$ cat config.mk
export PLATFORM = sky130hd
export DESIGN_NAME = sbecc_engine
export DESIGN_NICKNAME = d
export VERILOG_FILES = /design/src/rtl/sbecc_pkg.sv /design/src/rtl/sbecc_byte_fold.sv /design/src/rtl/sbecc_context.sv /design/src/rtl/sbecc_classify.sv /design/src/rtl/sbecc_engine.sv
export SDC_FILE = /design/constraint.sdc
export NUM_CORES = 1
export LEC_CHECK = 0
export BUFFER_PORTS_ARGS = -buffer_cell sky130_fd_sc_hd__buf_2
export CAP_MARGIN = 10
export CORE_MARGIN = 4
export CORE_UTILIZATION = 45
export CTS_CLUSTER_DIAMETER = 50
export CTS_CLUSTER_SIZE = 12
export DETAILED_ROUTE_END_ITERATION = 10
export GPL_TIMING_DRIVEN = 0
export PLACE_DENSITY_LB_ADDON = 0.25
export SKIP_LAST_GASP = 1
export SLEW_MARGIN = 20
export SYNTH_ARGS = -nofsm -noshare
export SYNTH_HDL_FRONTEND = slang
export SYNTH_SLANG_ARGS = --single-unit
$ cat constraint.sdc
create_clock -name clk -period 15.5 [get_ports clk]
set_input_delay 3.1 -clock clk [delete_from_list [all_inputs] [get_ports clk]]
set_output_delay 3.1 -clock clk [all_outputs]
set_load 0.02 [all_outputs]
$ cat src/rtl/sbecc_pkg.sv
package sbecc_pkg;

   typedef enum logic [1:0] {
      ECC_CLEAN    = 2'd0,
      ECC_DATA_FIX = 2'd1,
      ECC_CODE_BIT = 2'd2,
      ECC_FATAL    = 2'd3
   } ecc_class_e;

   function automatic int half_width(input int chunk_bytes);
      return $clog2(chunk_bytes * 8);
   endfunction

endpackage

$ cat src/rtl/sbecc_byte_fold.sv
// Parity contribution of one byte at a given byte index.
module sbecc_byte_fold #(
   parameter int HALF_W = 12,
   localparam int BYTE_W = HALF_W - 3
) (
   input  logic [BYTE_W-1:0] byte_idx_i,
   input  logic [7:0]        byte_i,
   output logic [HALF_W-1:0] up_o,
   output logic [HALF_W-1:0] lo_o
);
   logic par;

   always_comb begin
      up_o = '0;
      lo_o = '0;
      par  = ^byte_i;
      // address bits 2:0 come from the bit position inside the byte
      for (int j = 0; j < 8; j++) begin
         for (int k = 0; k < 3; k++) begin
            if (((j >> k) & 1) != 0) up_o[k] = up_o[k] ^ byte_i[j];
            else                     lo_o[k] = lo_o[k] ^ byte_i[j];
         end
      end
      // higher address bits are shared by all eight bits of the byte
      for (int k = 3; k < HALF_W; k++) begin
         if (byte_idx_i[k-3]) up_o[k] = par;
         else                 lo_o[k] = par;
      end
   end
endmodule

$ cat src/rtl/sbecc_context.sv
// One per-chip-select accumulation context.
module sbecc_context #(
   parameter int CHUNK_BYTES = 512,
   localparam int HALF_W = sbecc_pkg::half_width(CHUNK_BYTES),
   localparam int BYTE_W = HALF_W - 3
) (
   input  logic              clk,
   input  logic              rst_n,
   input  logic              start_i,
   input  logic              clr_i,
   input  logic              byte_en_i,
   input  logic [7:0]        byte_i,
   output logic [HALF_W-1:0] up_o,
   output logic [HALF_W-1:0] lo_o
);
   localparam logic [BYTE_W-1:0] LAST_IDX = BYTE_W'(CHUNK_BYTES - 1);

   logic              active_q;
   logic [BYTE_W-1:0] cnt_q;
   logic [HALF_W-1:0] up_q, lo_q;
   logic [HALF_W-1:0] up_d, lo_d;

   sbecc_byte_fold #(.HALF_W(HALF_W)) u_fold (
      .byte_idx_i (cnt_q),
      .byte_i     (byte_i),
      .up_o       (up_d),
      .lo_o       (lo_d)
   );

   always_ff @(posedge clk or negedge rst_n) begin
      if (!rst_n) begin
         active_q <= 1'b0;
         cnt_q    <= '0;
         up_q     <= '0;
         lo_q     <= '0;
      end else if (start_i) begin
         active_q <= 1'b1;
         cnt_q    <= '0;
         up_q     <= '0;
         lo_q     <= '0;
      end else if (clr_i) begin
         active_q <= 1'b0;
         cnt_q    <= '0;
         up_q     <= '0;
         lo_q     <= '0;
      end else if (active_q && byte_en_i) begin
         up_q  <= up_q ^ up_d;
         lo_q  <= lo_q ^ lo_d;
         cnt_q <= (cnt_q == LAST_IDX) ? '0 : cnt_q + 1'b1;
      end
   end

   assign up_o = up_q;
   assign lo_o = lo_q;

   // a disarmed context keeps its parity halves
   a_r2_idle_holds: assert property (@(posedge clk) disable iff (!rst_n)
      (!active_q && !start_i && !clr_i) |=> ($stable(up_q) && $stable(lo_q)));

   // a read leaves the context empty and disarmed
   a_r7_read_empties: assert property (@(posedge clk) disable iff (!rst_n)
      (clr_i && !start_i) |=> (up_q == '0 && lo_q == '0 && !active_q));
endmodule

$ cat src/rtl/sbecc_classify.sv
// Compares computed and stored codes and grades the difference.
module sbecc_classify #(
   parameter int CHUNK_BYTES = 512,
   localparam int HALF_W = sbecc_pkg::half_width(CHUNK_BYTES),
   localparam int CODE_W = 2 * HALF_W,
   localparam int BYTE_W = HALF_W - 3
) (
   input  logic [CODE_W-1:0]      calc_i,
   input  logic [CODE_W-1:0]      stored_i,
   output sbecc_pkg::ecc_class_e  class_o,
   output logic [BYTE_W-1:0]      byte_o,
   output logic [2:0]             bit_o
);
   import sbecc_pkg::*;

   logic [CODE_W-1:0] diff;
   logic [HALF_W-1:0] halves;
   logic [BYTE_W-1:0] pos_byte;

   assign diff     = calc_i ^ stored_i;
   assign halves   = diff[CODE_W-1:HALF_W] ^ diff[HALF_W-1:0];
   assign pos_byte = diff[CODE_W-1:HALF_W+3];

   always_comb begin
      class_o = ECC_FATAL;
      byte_o  = '0;
      bit_o   = '0;
      if (diff == '0) begin
         class_o = ECC_CLEAN;
      end else if (&halves) begin
         if ({1'b0, pos_byte} < CHUNK_BYTES[BYTE_W:0]) begin
            class_o = ECC_DATA_FIX;
            byte_o  = pos_byte;
            bit_o   = diff[HALF_W+2:HALF_W];
         end
      end else if ($onehot(diff)) begin
         class_o = ECC_CODE_BIT;
      end
   end
endmodule

$ cat src/rtl/sbecc_engine.sv
module sbecc_engine #(
   parameter int NUM_CS      = 4,
   parameter int CHUNK_BYTES = 512,
   localparam int CS_W   = (NUM_CS > 1) ? $clog2(NUM_CS) : 1,
   localparam int HALF_W = sbecc_pkg::half_width(CHUNK_BYTES),
   localparam int CODE_W = 2 * HALF_W,
   localparam int BYTE_W = HALF_W - 3
) (
   input  logic              clk,
   input  logic              rst_n,
   input  logic [NUM_CS-1:0] start,
   input  logic              din_valid,
   input  logic [CS_W-1:0]   din_cs,
   input  logic [7:0]        din,
   input  logic              rd_req,
   input  logic [CS_W-1:0]   rd_cs,
   input  logic [CODE_W-1:0] stored_code,
   output logic              rd_done,
   output logic [CODE_W-1:0] code_out,
   output logic [1:0]        res_class,
   output logic [BYTE_W-1:0] fix_byte,
   output logic [2:0]        fix_bit
);
   import sbecc_pkg::*;

   generate
      if (NUM_CS < 1) begin : g_bad_cs
         $error("sbecc_engine: NUM_CS must be at least 1");
      end
      if (CHUNK_BYTES < 2) begin : g_bad_chunk
         $error("sbecc_engine: CHUNK_BYTES must be at least 2");
      end
   endgenerate

   logic [HALF_W-1:0] up_all [NUM_CS];
   logic [HALF_W-1:0] lo_all [NUM_CS];

   genvar g;
   generate
      for (g = 0; g < NUM_CS; g++) begin : g_ctx
         sbecc_context #(.CHUNK_BYTES(CHUNK_BYTES)) u_ctx (
            .clk       (clk),
            .rst_n     (rst_n),
            .start_i   (start[g]),
            .clr_i     (rd_req && (rd_cs == CS_W'(g))),
            .byte_en_i (din_valid && (din_cs == CS_W'(g))),
            .byte_i    (din),
            .up_o      (up_all[g]),
            .lo_o      (lo_all[g])
         );
      end
   endgenerate

   logic [CODE_W-1:0] calc_code;
   ecc_class_e        cls_d;
   logic [BYTE_W-1:0] byte_d;
   logic [2:0]        bit_d;

   assign calc_code = ~{up_all[rd_cs], lo_all[rd_cs]};

   sbecc_classify #(.CHUNK_BYTES(CHUNK_BYTES)) u_cls (
      .calc_i   (calc_code),
      .stored_i (stored_code),
      .class_o  (cls_d),
      .byte_o   (byte_d),
      .bit_o    (bit_d)
   );

   always_ff @(posedge clk or negedge rst_n) begin
      if (!rst_n) begin
         rd_done   <= 1'b0;
         code_out  <= '0;
         res_class <= '0;
         fix_byte  <= '0;
         fix_bit   <= '0;
      end else begin
         rd_done <= rd_req;
         if (rd_req) begin
            code_out  <= calc_code;
            res_class <= cls_d;
            fix_byte  <= byte_d;
            fix_bit   <= bit_d;
         end
      end
   end

   // results appear only on the edge after a request
   a_r7_done_follows_req: assert property (@(posedge clk) disable iff (!rst_n)
      rd_done |-> $past(rd_req));

   // a clean verdict means the returned code equals the stored one
   a_r8_clean_matches: assert property (@(posedge clk) disable iff (!rst_n)
      (rd_done && res_class == 2'd0) |-> (code_out == $past(stored_code)));

   // a check-code verdict means one differing bit
   a_r11_code_bit_single: assert property (@(posedge clk) disable iff (!rst_n)
      (rd_done && res_class == 2'd2) |-> ($countones(code_out ^ $past(stored_code)) == 1));

   // a reported fix always lies inside the chunk
   a_r10_fix_in_chunk: assert property (@(posedge clk) disable iff (!rst_n)
      (rd_done && res_class == 2'd1) |-> ({1'b0, fix_byte} < CHUNK_BYTES[BYTE_W:0]));
endmodule

### Yosys cells after proc, flatten, opt, wreduce, memory -nomap -nowiden

Index checks and enable logic that the tools add are counted.

* add/subtract/negate cells: 27
* multiply operators: 0
* divide/modulo/power cells: 0
* magnitude comparators: 1
* eq/ne operators: 11
* shifts and indexed selects: 0
* muxes and demuxes: 133
* bitwise gates (word level): 29
* reductions and logical operators: 25

Operators by type and width (number)
* $mux 12: 28
* $mux 9: 18
* $xor 12x12->12: 9
* $mux 1: 81
* $add 5x5->5: 11
* $bmux 12 s2: 2
* $add 9x1->9 const B: 4
* $eq 9x9->1 const B: 4
* $add 1x1->2: 12
* $logic_not 24->1: 1
* $not 24->24: 1
* $xor 24x24->24: 1
* $xor 1x1->1: 17
* $logic_and 1x1->1: 12
* $reduce_and 12->1: 1
* $reduce_bool 3->1: 4
* $eq 2x2->1 const B: 4
* $reduce_bool 2->1: 4
* $reduce_xor 8->1: 1
* $mux 3: 2
* $eq 5x1->1 const B: 1
* $eq 2x1->1 const B: 2
* $logic_not 2->1: 2
* $mux 2: 2
* 2 further kinds: 2

* bits in registers: 175
* latch bits: 0
* bits in writable memories: 0
* memory bits (read-only): 0
* output and inout bits: 39
* word-level logic and storage cells: 247
* memories: 0

### Longest topological paths before layout

Gate-level depths: netlist of the first run.

* depth in word-level cells: 15
* depth in mapped cells: 21

### Cells and area by module

A second synthesis of the first run with hierarchy kept.

* cells, all modules: 1143
* area total of the unflattened synthesis: 11263.3 um2

By module, submodules not included
* sbecc_context: times used 4, cells each 165, area each 1615.3 um2, seq. area each 850.8 um2
* sbecc_engine: times used 1, cells each 228, area each 2541.2 um2, seq. area each 975.9 um2
* sbecc_classify: times used 1, cells each 115, area each 1174.9 um2, seq. area each 0.0 um2
* sbecc_byte_fold: times used 4, cells each 35, area each 271.5 um2, seq. area each 0.0 um2

### Least setup slack after synthesis of the first run

No wires, ideal clock.

* path type: in2reg
* start point: input rd_cs[1]
* end point: register res_class[0]
* arrival: 8.114 ns
* required time: 15.372 ns
* setup slack: 7.258 ns
* cell stages on the path: 19
* buffers on the path: 2
* cell sequence: buf_2 buf_1 mux4_2 xnor2_1 inv_1 ha_1 inv_1 fa_1 fa_1 fa_1 fa_1 inv_1 fa_1 ha_1 fa_1 xnor2_1 nand3_1 o21ai_0 nand3_1

* cells in the longest elaborated chain, start to end: 15
* elaborated cells between the ends (all ways): 39
* classes of those cells: add/sub: 23; eq/ne: 1; mux: 9; bitwise: 4; reduce/logical: 2

RTL lines
* from (decl): RTL line sbecc_engine.sv:16 `input logic [CS_W-1:0] rd_cs,`
* $not 2->3 (not written as such) *: RTL line sbecc_engine.sv:59 `assign calc_code = ~{up_all[rd_cs], lo_all[rd_cs]};`
* $bmux 12 s2: RTL line sbecc_engine.sv:59
* $mux 12 (not written as such) (2 in a row): RTL line sbecc_engine.sv:59
* $not 24->24 *: RTL line sbecc_engine.sv:59
* $xor 24x24->24 *: RTL line sbecc_classify.sv:20 `assign diff = calc_i ^ stored_i;`
* $add 1x1->2 (not written as such): RTL line sbecc_classify.sv:36 `end else if ($onehot(diff)) begin`
* $add 5x5->5 (not written as such) (4 in a row): RTL line sbecc_classify.sv:36
* $eq 5x1->1: RTL line sbecc_classify.sv:36
* $mux 1: RTL line sbecc_classify.sv:36
* $mux 2: RTL line sbecc_classify.sv:30 `end else if (&halves) begin`
* $mux 2 *: RTL line sbecc_classify.sv:28 `if (diff == '0) begin`
* to (signal assigned): RTL line sbecc_engine.sv:80 `res_class <= cls_d;`
* to (decl): RTL line sbecc_engine.sv:20 `output logic [1:0] res_class,`

Every way passes the cells marked *; elsewhere a longest branch is shown, timed or not. The select of a mux whose other input is x is not followed.
A chain may end at the register's enable or synchronous reset.

### Worst setup path after layout of the first run

Ends and elaborated chain as after synthesis.

==> impl_results.md, run 1 <==
- Design area: 11,400 um2
- Final Setup Violations: 0
- Power per cell area: 143 nW/um2
- First-pass GRT wire length: 41,800 um
- Starting Density: 45.8%
- WL per Instance: 19.6 um
- Yosys warns: 0
- Post-synthesis cell count: 951
- Leak pwr: 4.98 nW
- Achievable Freq: 0.118 GHz
- Multi-input combinational cell area: 5170 um2
- Min-Delay Path Class: register to register
- Post-cts repair resize count: 0
- Max-slew violations: 0
- Post-synthesis compound-gate area fraction: 8.14%
- Die Width: 157 um
- Skew final: 0.0106 ns
- Crit share post-route: 54.8%
- Multiplexer share of the synthesized area: 5.41%
- Worst Path Arrival: 8.82 ns
- CTS Hold Buffers Added: 0
- Total grt overflow: 0
- Reg area: 4380 um2
- Worst-Margin Slew: 1.05 ns
- Clock sinks: 175
- Synth Net Count: 1,052
- Relative slew slack: 29.8%
- Distinct cells, synth: 46
- H-tree depth: 4
- Worst Path Max Fanout: 10
- Area growth, synth to finish: 13.7%
- Die ar.: 24,600 um2
- Max-cap violations: 0
- Antenna diodes: 0
- Clock-pin slew on the worst setup and hold paths: 0.07 ns
- Post-synthesis adder-cell area fraction: 8.57%
- Buffers on Ports: 80
- Layout cells sized above 1: 16.3%
- DP Wirelength: 20,100 um
- Number of CTS-inserted buffers: 17
- Crit start category: primary input
- VDD IR-drop max: 0.000207 V
- CORE AREA: 21,800 um2
- Vias/cell: 5.54
- Critical Path RT: 15.82 ns
- Gr usage total: 22.1%
- CTS tree: yes
- CP Class: primary input to register
- Mapped cell area: 9990 um2
- DR iter-0 viols: 557
- Top-count cell post-synth: dfrtp_1
- Post-synthesis xor/xnor area fraction: 13.7%
- #FFs+latches synth: 175
- Register area share after synthesis: 43.9%
- Filler cell count: 1,929
- Total wire length: 26,400 um
- DR vias: 7,448
- Post-synth top flop: dfrtp_1
- Unrepaired setup endpoints after global routing: no
- Fin. Hold Viols: 0
- Root Buffer: clkbuf_16
- Min Tclk post-route: 8.49 ns
- Syn avg cell area: 10.5 um2
- Share of the synthesized area in the top cell type: 43.9%
- Pin count of the biggest net entering global routing: 74
- Initial antenna violation count: 0
- Post-synth top cells: dfrtp_1 (175), nor2_1 (128), xnor2_1 (70)
- Post-DP Area: 10,800 um2
- Setup TNS: 0 ns
- Number of setup buffers added after CTS: 0
- Post-synth EDFFs: 0
- Vias in the first global route: 7,364
- Number of remaining DRC errors: 0
- Clock latency on the worst-skew pair: 0.44 ns
- Main combinational cell family by area after synthesis: simple AND/OR/NAND/NOR gates
- Fin nets: 1,153
- Status: completed
- Critical Path End Type: register
- Antenna-violating nets left: 0
- Synth area leaders: dfrtp_1 (44%), xnor2_1 (6.1%), mux4_2 (5.4%)
- Row Count: 54
- Dominant cell type by area after synthesis: dfrtp_1
- Io pins: 83
- Die Y: 157 um
- GP Congestion: 0.881
- Iteration count of the initial detailed-routing pass: 5
- Synth Area in Simple Gates: 15.9%
- Bufs on Longest Clock Path: 2
- Asr flop ratio synth: 100%
-- metrics by stage --
stage / instances / power (mW) / util [%] / setup slack, ns / hold WS [ns]
CTS: 1345 / 1.64 / 52.0 / 6.96 / 0.490
global placement: 1311 / 1.20 / 49.2 / 6.54 / 0.469
global route: 1345 / 1.75 / 52.0 / 6.74 / 0.505
finish: 1345 / 1.62 / 52.0 / 7.01 / 0.491
floorplan: 951 / 1.05 / - / 7.26 / 0.463
detailed placement: 1313 / 1.22 / 49.5 / 6.49 / 0.472
-- worst max-delay path, stage by stage --
cell and delay (ns):
buf_2 0.25, buf_1 0.52, mux4_2 0.46, xnor2_1 0.37
inv_1 0.16, ha_1 0.30, inv_1 0.04, fa_1 0.38
fa_1 0.57, fa_1 0.44, fa_1 0.55, inv_1 0.05
fa_1 0.47, ha_1 0.24, fa_1 0.38, xnor2_1 0.18
nand3_1 0.09, o21ai_0 0.16, nand3_1 0.08
-- sequential cells by signal (all words and copies together), names as in the netlist --
signal,count
code_out,24
g_ctx.u_ctx.up_o,48
rd_done,1
res_class,2
fix_byte,9
g_ctx.u_ctx.cnt_q,36
g_ctx.u_ctx.active_q,4
g_ctx.u_ctx.lo_o,48
fix_bit,3
-- power by group --
group	total [mW]	switching, mW	internal [mW]	leakage (nW)
sequential	0.516	0.0268	0.489	2.28
clock	0.419	0.195	0.224	0.278
combinational	0.686	0.380	0.306	2.43
total	1.62	0.602	1.02	4.98
-- metal layers --
metal / share of wire [%] / GRT usage [%] / routed length [um] / vias up
met3: 5.1 / 4.15 / 1350 / 39
met1: 46 / 31.1 / 12100 / 3778
li1: - / - / - / 3443
met2: 47 / 35.4 / 12300 / 188
met5: 0 / 0 / 0 / -
met4: 2.1 / 6.16 / 556 / 0
-- cell usage in the layout (no fill, tap or decap), types with 4 or more instances in the layout --
master / n
a211oi_1: 4
a21o_1: 6
a21oi_1: 69
and3_1: 16
buf_1: 5
buf_2: 81
clkbuf_1: 38
clkbuf_16: 17
clkinv_2: 5
dfrtp_1: 175
fa_1: 19
ha_1: 38
inv_1: 57
inv_6: 6
mux4_2: 24
nand2_1: 17
nand2b_1: 8
nand3_1: 44
nand3b_1: 6
nand4_1: 9
nor2_1: 128
nor3_1: 40
nor3b_1: 9
o21ai_0: 36
o2bb2ai_2: 9
or3_1: 25
xnor2_1: 70
xnor2_2: 13
xor2_1: 53
-- final cells by class --
type                            instances  area share [%]
Buffer                                 48            1.95
Clock buffer                           18            3.78
Timing Repair Buffer                   82            4.10
Tap cell                              280            3.08
Clock inverter                         14            1.11
Inverter                               57            1.88
Multi-Input combinational cell        671            45.5
Sequential cell                       175            38.6
-- worst paths after layout --
| kind | start | endpoint | slack [ns] | cells after the start |
|---|---|---|---|---|
| max | rd_cs[1] | res_class[0] | 7.01 | 19 |
| min | fix_byte[7] | fix_byte[7] | 0.49 | 1 |
| max reg2reg | g_ctx[3].u_ctx.up_o[2] | res_class[0] | 9.94 | 17 |
| min reg2reg | fix_byte[7] | fix_byte[7] | 0.49 | 1 |
| max in group asynchronous | rst_n | g_ctx[2].u_ctx.up_o[5] | 11.91 | 3 |
| min in group asynchronous | rst_n | fix_bit[0] | 2.56 | 1 |
-- logic make-up after synthesis --
kind of cell,Yosys count
AOI/OAI and AO/OA,134
xor gates and xnor gates,139
adders and majority gates,57
buffers and inverters,105
DFF,175
muxes,24
and+or+nand+nor,317
Power figures use the tool's default switching activity.
==> run 2, diff against run 1 <==
- ABC_AREA: unset -> 1
- clock period: 15.5 -> 8.1 ns (I/O delays scaled with it)
==> impl_results.md, run 2 <==
- Status: completed
- Crit path max-delay family: adder cells
- Achievable Freq: 0.152 GHz
- Sequential share of power: 33.3%
- Post-synth top cells: nand2_1 (419), inv_1 (208), dfrtp_1 (175)
- Min-Delay Path Class: register to register
- Critical Path End Type: register
- Max-cap violations: 0
- Die ar.: 27,700 um2
- Max-slew violations: 0
- DR iter-0 viols: 781
- Worst Path Arrival: 6.92 ns
- CORE AREA: 24,500 um2
- Synth Net Count: 1,597
- Asr flop ratio synth: 100%
- Setup TNS: 0 ns
- Most frequent CP cell: nand2_1
- Relative slew slack: 45.6%
- Fin util: 52.0%
- Clock-pin slew on the worst setup and hold paths: 0.07 ns
- Antenna diodes: 0
- Register area share after synthesis: 38.8%
- Final Setup Violations: 0
- Critical path depth: 26
- Power per cell area: 229 nW/um2
- Number of remaining DRC errors: 0
- Reg2reg start: g_ctx[0].u_ctx.lo_o[5]
- Switching power total: 1.08 mW
- Buffers on Ports: 81
- Bufs on Longest Clock Path: 2
- Post-cts repair resize count: 0
- Top-count cell post-synth: nand2_1
- Setup crit end: res_class[0]
- Dominant cell type by area after synthesis: dfrtp_1
- R2R Setup Slk: 2.79 ns
- Critical Path RT: 8.43 ns
- Clock sinks: 175
- Slowest CP cell: fa_1
- Synth area leaders: dfrtp_1 (39%), nand2_1 (14%), inv_1 (6.9%)
- Internal power: 1.84 mW
- Pre-CTS setup slack: 1.06 ns
- Tot Pwr: 2.92 mW
- Crit start category: primary input
- H-tree depth: 4
- Reg2Reg Depth: 23
- Distinct cells, synth: 45
- Area growth, synth to finish: 12.8%
- First-pass GRT wire length: 52,000 um
- VDD IR-drop max: 0.000486 V
- Unrepaired setup endpoints after global routing: no
- Fin. Hold Viols: 0
- Vias in the first global route: 9,672
- CTS Hold Buffers Added: 0
- Skew final: 0.0104 ns
- Fin nets: 1,698
- CTS tree: yes
- Number of setup buffers added after CTS: 0
- Min Tclk post-route: 6.59 ns
- Crit share post-route: 81.4%
- Gr usage total: 23.4%
- Post-synth EDFFs: 0
- Row Count: 57
- Layout cells sized above 1: 15.0%
- #FFs+latches synth: 175
- Mapped cell area: 11,300 um2
- CP Buf/Inv Count: 6
- Switching share of power: 36.8%
- Clock latency on the worst-skew pair: 0.44 ns
- Worst Path Max Fanout: 10
- Syn avg cell area: 7.55 um2
- Leading cell type in the layout, fill and taps excluded: nand2_1
- Post-synth top flop: dfrtp_1
- Total grt overflow: 0
- Leak pwr: 6.30 nW
- Antenna-violating nets left: 0
- Starting Density: 46.1%
- Share of the synthesized area in the top cell type: 38.8%
- Die Width: 166 um
- DR vias: 10,200
- DP Wirelength: 25,100 um
- Worst R2R End: res_class[0]
- Yosys warns: 0
- Leading cell types in the layout, fill and taps excluded: nand2_1 (419), inv_1 (208), dfrtp_1 (175), nor3_1 (103), buf_2 (95)
- Number of CTS-inserted buffers: 17
- Root Buffer: clkbuf_16
- GP Congestion: 0.897
- Pin count of the biggest net entering global routing: 95
- Initial antenna violation count: 0
- Total wire length: 32,100 um
- Combinational Power Share: 37.6%
- Worst-Margin Slew: 0.809 ns
- Clock Power Share: 29.1%
- Iteration count of the initial detailed-routing pass: 5
- Worst stage delay on the critical path: 0.57 ns
- WL per Instance: 16.6 um
- Io pins: 83
- Vias/cell: 5.27
- CP Class: primary input to register
- Die Y: 166 um
- CP startpoint: rd_cs[0]
- Post-synthesis cell count: 1,496
- Final worst setup slack: 1.51 ns
-- run 2: changes by cell type in the layout (fill, tap and decap cells not counted), moves of 24 or more --
cell	change
inv_1	+151
nand2_1	+402
o21ai_0	+26
xnor2_1	-61
mux4_2	-24
nor3b_2	+28
nand3_1	+24
clkbuf_1	-25
nor2_1	-51
o21ai_1	+76
nor3_1	+63
xor2_1	-46
-- run 2: worst min-delay path by stage --
stage	startpoint	depth (start not counted)	end
after CTS	res_class[1]	2	res_class[1]
after global routing	fix_byte[6]	2	fix_byte[6]
final	res_class[0]	2	res_class[0]
after floorplan	g_ctx[3].u_ctx.up_o[1]	1	g_ctx[3].u_ctx.up_o[1]
after global placement	g_ctx[1].u_ctx.active_q	2	g_ctx[1].u_ctx.active_q
after detailed placement	res_class[0]	2	res_class[0]
-- run 2: per-stage QoR --
| stage | cell area (um2) | instances | hold slack (ns) |
|---|---|---|---|
| 2_1_floorplan | 11300 | 1496 | 0.433 |
| 3_3_place_gp | 12100 | 1901 | 0.457 |
| 3_5_place_dp | 12100 | 1902 | 0.462 |
| 4_1_cts | 12700 | 1934 | 0.480 |
| 5_1_grt | 12700 | 1934 | 0.509 |
| 6_report | 12700 | 1934 | 0.479 |
-- run 2: cells by family after synthesis --
kind of cell    Yosys count  share of synthesized area (%)
xor+xnor                 18                           1.53
buf+inv                 270                           10.5
flops                   175                           38.8
fa+ha+maj                57                           7.57
simple gates            772                           32.2
compound gates          204                           9.40
-- run 2: area by class of cell --
type / count / area (um2)
Tap cell: 324 / 405
Clock buffer: 18 / 439
Multi-Input combinational cell: 1051 / 5730
Clock inverter: 14 / 158
Fill cell: 2380 / 11800
Timing Repair Buffer: 82 / 443
Sequential cell: 175 / 4380
Buffer: 48 / 353
Inverter: 222 / 838
-- run 2: layer usage --
layer | global-route usage [%] | vias up | wire length, um | share of wire (%)
li1 | - | 4986 | - | -
met1 | 33.0 | 4793 | 14600 | 45
met2 | 36.8 | 355 | 14600 | 45
met3 | 3.84 | 53 | 1940 | 6.1
met4 | 7.83 | 0 | 977 | 3.0
met5 | 0 | - | 0 | 0
-- run 2: power groups by stage --
| stage | sequential (mW) | clock [mW] | combinational (mW) |
|---|---|---|---|
| 2_1_floorplan | 0.995 | 0 | 0.797 |
| 3_3_place_gp | 0.985 | 0 | 1.05 |
| 3_5_place_dp | 0.987 | 0 | 1.10 |
| 4_1_cts | 0.970 | 0.863 | 1.10 |
| 5_1_grt | 0.979 | 0.907 | 1.26 |
| 6_report | 0.971 | 0.850 | 1.10 |
-- run 2: worst reg2reg max path, delay by kind of cell (launching register included) --
| family | cells | cell delay (ns) |
|---|---|---|
| compound gates | 1 | 0.28 |
| fa+ha+maj | 8 | 3.45 |
| buf+inv | 4 | 0.22 |
| flops | 1 | 0.32 |
| simple gates | 10 | 0.96 |
==> run 3, diff against run 2 <==
- clock period: 8.1 -> 6 ns (I/O delays scaled with it)
==> impl_results.md, run 3 (synthesis gave the netlist of run 2 again) <==
- Vias in the first global route: 9,747
- Iteration count of the initial detailed-routing pass: 5
- Die ar.: 27,700 um2
- Buffers on Ports: 81
- First-pass GRT wire length: 52,400 um
- Root Buffer: clkbuf_16
- Worst-Margin Slew: 0.811 ns
- DR vias: 10,200
- Filler cell count: 2,358
- Vias/cell: 5.26
- Unrepaired setup endpoints after global routing: yes
- Crit share post-route: 97.6%
- Initial antenna violation count: 0
- Antenna diodes: 0
- Internal power: 2.53 mW
- Placed Instances: 1,902
- WL per Instance: 16.7 um
- Power per cell area: 308 nW/um2
- Clock Power Share: 28.7%
- Final cell count without fillers: 1,939
- Critical Path End Type: register
- Fin nets: 1,703
- Number of CTS-inserted buffers: 17
- CP Class: primary input to register
- Io pins: 83
- Combinational Power Share: 38.6%
- Critical Path RT: 6.33 ns
- Fin. Hold Viols: 0
- Min Tclk post-route: 5.86 ns
- Bufs on Longest Clock Path: 2
- DP Wirelength: 25,100 um
- Leading cell types in the layout, fill and taps excluded: nand2_1 (391), inv_1 (207), dfrtp_1 (175), nor3_1 (103), buf_2 (91)
- Max-slew violations: 0
- Hold slack: 0.477 ns
- Antenna-violating nets left: 0
- Clock latency on the worst-skew pair: 0.44 ns
- Hold Crit Start: res_class[0]
- Row Count: 57
- GP Congestion: 0.897
- Clock sinks: 175
- Crit start category: primary input
- Switching power total: 1.47 mW
- VDD IR-drop max: 0.000686 V
- Total wire length: 32,400 um
- Leading cell type in the layout, fill and taps excluded: nand2_1
- Max-cap violations: 0
- Worst stage delay on the critical path: 0.53 ns
- H-tree depth: 4
- Min-Delay Path Class: register to register
- Gr usage total: 23.6%
- Sequential share of power: 32.7%
- Reg2reg start: g_ctx[3].u_ctx.lo_o[2]
- Starting Density: 46.1%
- Slowest CP cell: fa_1
- Clock-pin slew on the worst setup and hold paths: 0.07 ns
- Worst Path Max Fanout: 10
- DR iter-0 viols: 800
- Status: completed
- CTS Hold Buffers Added: 0
- Worst Path Arrival: 6.18 ns
- Final Setup Violations: 0
- CORE AREA: 24,500 um2
- Die Width: 166 um
- Achievable Freq: 0.171 GHz
- Layout cells sized above 1: 17.8%
- CP startpoint: rd_cs[0]
- Leak pwr: 6.37 nW
- Pin count of the biggest net entering global routing: 95
- CTS tree: yes
- Area growth, synth to finish: 15.0%
- Skew final: 0.0114 ns
- Switching share of power: 36.8%
- Die Y: 166 um
- Number of remaining DRC errors: 0
- Total grt overflow: 0
- Relative slew slack: 45.5%
run 3: cell count changes in the layout (fill, tap and decap cells not counted), sizes merged:
cell,previous run,this run
clkbuf,31,32
bufbuf,0,1
buf,117,120
run 3: worst paths after layout:
path	endpoint	slack, ns	cells after the start
worst max-delay path	res_class[0]	0.14	25
worst min-delay path	res_class[0]	0.48	2
worst max register to register	res_class[0]	0.94	22
worst min register to register	res_class[0]	0.48	2
max in group asynchronous	g_ctx[0].u_ctx.up_o[6]	4.30	2
min in group asynchronous	g_ctx[2].u_ctx.lo_o[9]	0.77	1
run 3: critical path, delay by kind of cell:
family / cells / cell delay [ns]
buf+inv: 5 / 0.67
fa+ha+maj: 8 / 3.35
compound gates: 1 / 0.07
simple gates: 11 / 0.90
run 3: final cells by class:
| type | instances | area (um2) | area share (%) |
|---|---|---|---|
| Timing Repair Buffer | 87 | 508 | 3.91 |
| Clock inverter | 14 | 158 | 1.21 |
| Multi-Input combinational cell | 1051 | 5880 | 45.2 |
| Buffer | 48 | 389 | 2.99 |
| Sequential cell | 175 | 4380 | 33.7 |
| Tap cell | 324 | 405 | 3.12 |
| Clock buffer | 18 | 439 | 3.38 |
| Inverter | 222 | 841 | 6.47 |
run 3: layer usage:
layer | part of all wire (%) | vias up | track usage (%)
met4 | 2.9 | 0 | 8.68
met3 | 6.6 | 51 | 4.03
met1 | 44 | 4796 | 33.0
met5 | 0 | - | 0
met2 | 46 | 356 | 36.9
li1 | - | 4992 | -
run 3: power groups by stage:
stage | Sequential (mW) | Clock, mW | Combinational, mW
after floorplan | 1.34 | 0 | 1.08
after global placement | 1.33 | 0 | 1.42
after detailed placement | 1.33 | 0 | 1.48
after CTS | 1.31 | 1.16 | 1.50
after global routing | 1.32 | 1.22 | 1.77
final | 1.31 | 1.15 | 1.54
run 3: repair_timing:
action / 4_1_cts / 5_1_grt
setup endpoints to repair: 1 / 1
gates resized for setup: 16 / 43
gates cloned: 1 / 0
buffers inserted: 1 / 3
pin swaps: 4 / 18
hold endpoints to repair: 0 / 0
run 3: metrics by stage:
stage | TNS (ns) | cell area (um2) | worst slack [ns] | power (mW) | utilization, %
global placement | -0.559 | 12100 | -0.559 | 2.75 | 49.4
global route | -0.0451 | 13000 | -0.0451 | 4.32 | 53.0
detailed placement | -0.618 | 12100 | -0.618 | 2.81 | 49.5
CTS | 0 | 12800 | 0.00110 | 3.98 | 52.3
floorplan | 0 | 11300 | 0.114 | 2.42 | -
finish | 0 | 13000 | 0.145 | 4.00 | 53.0
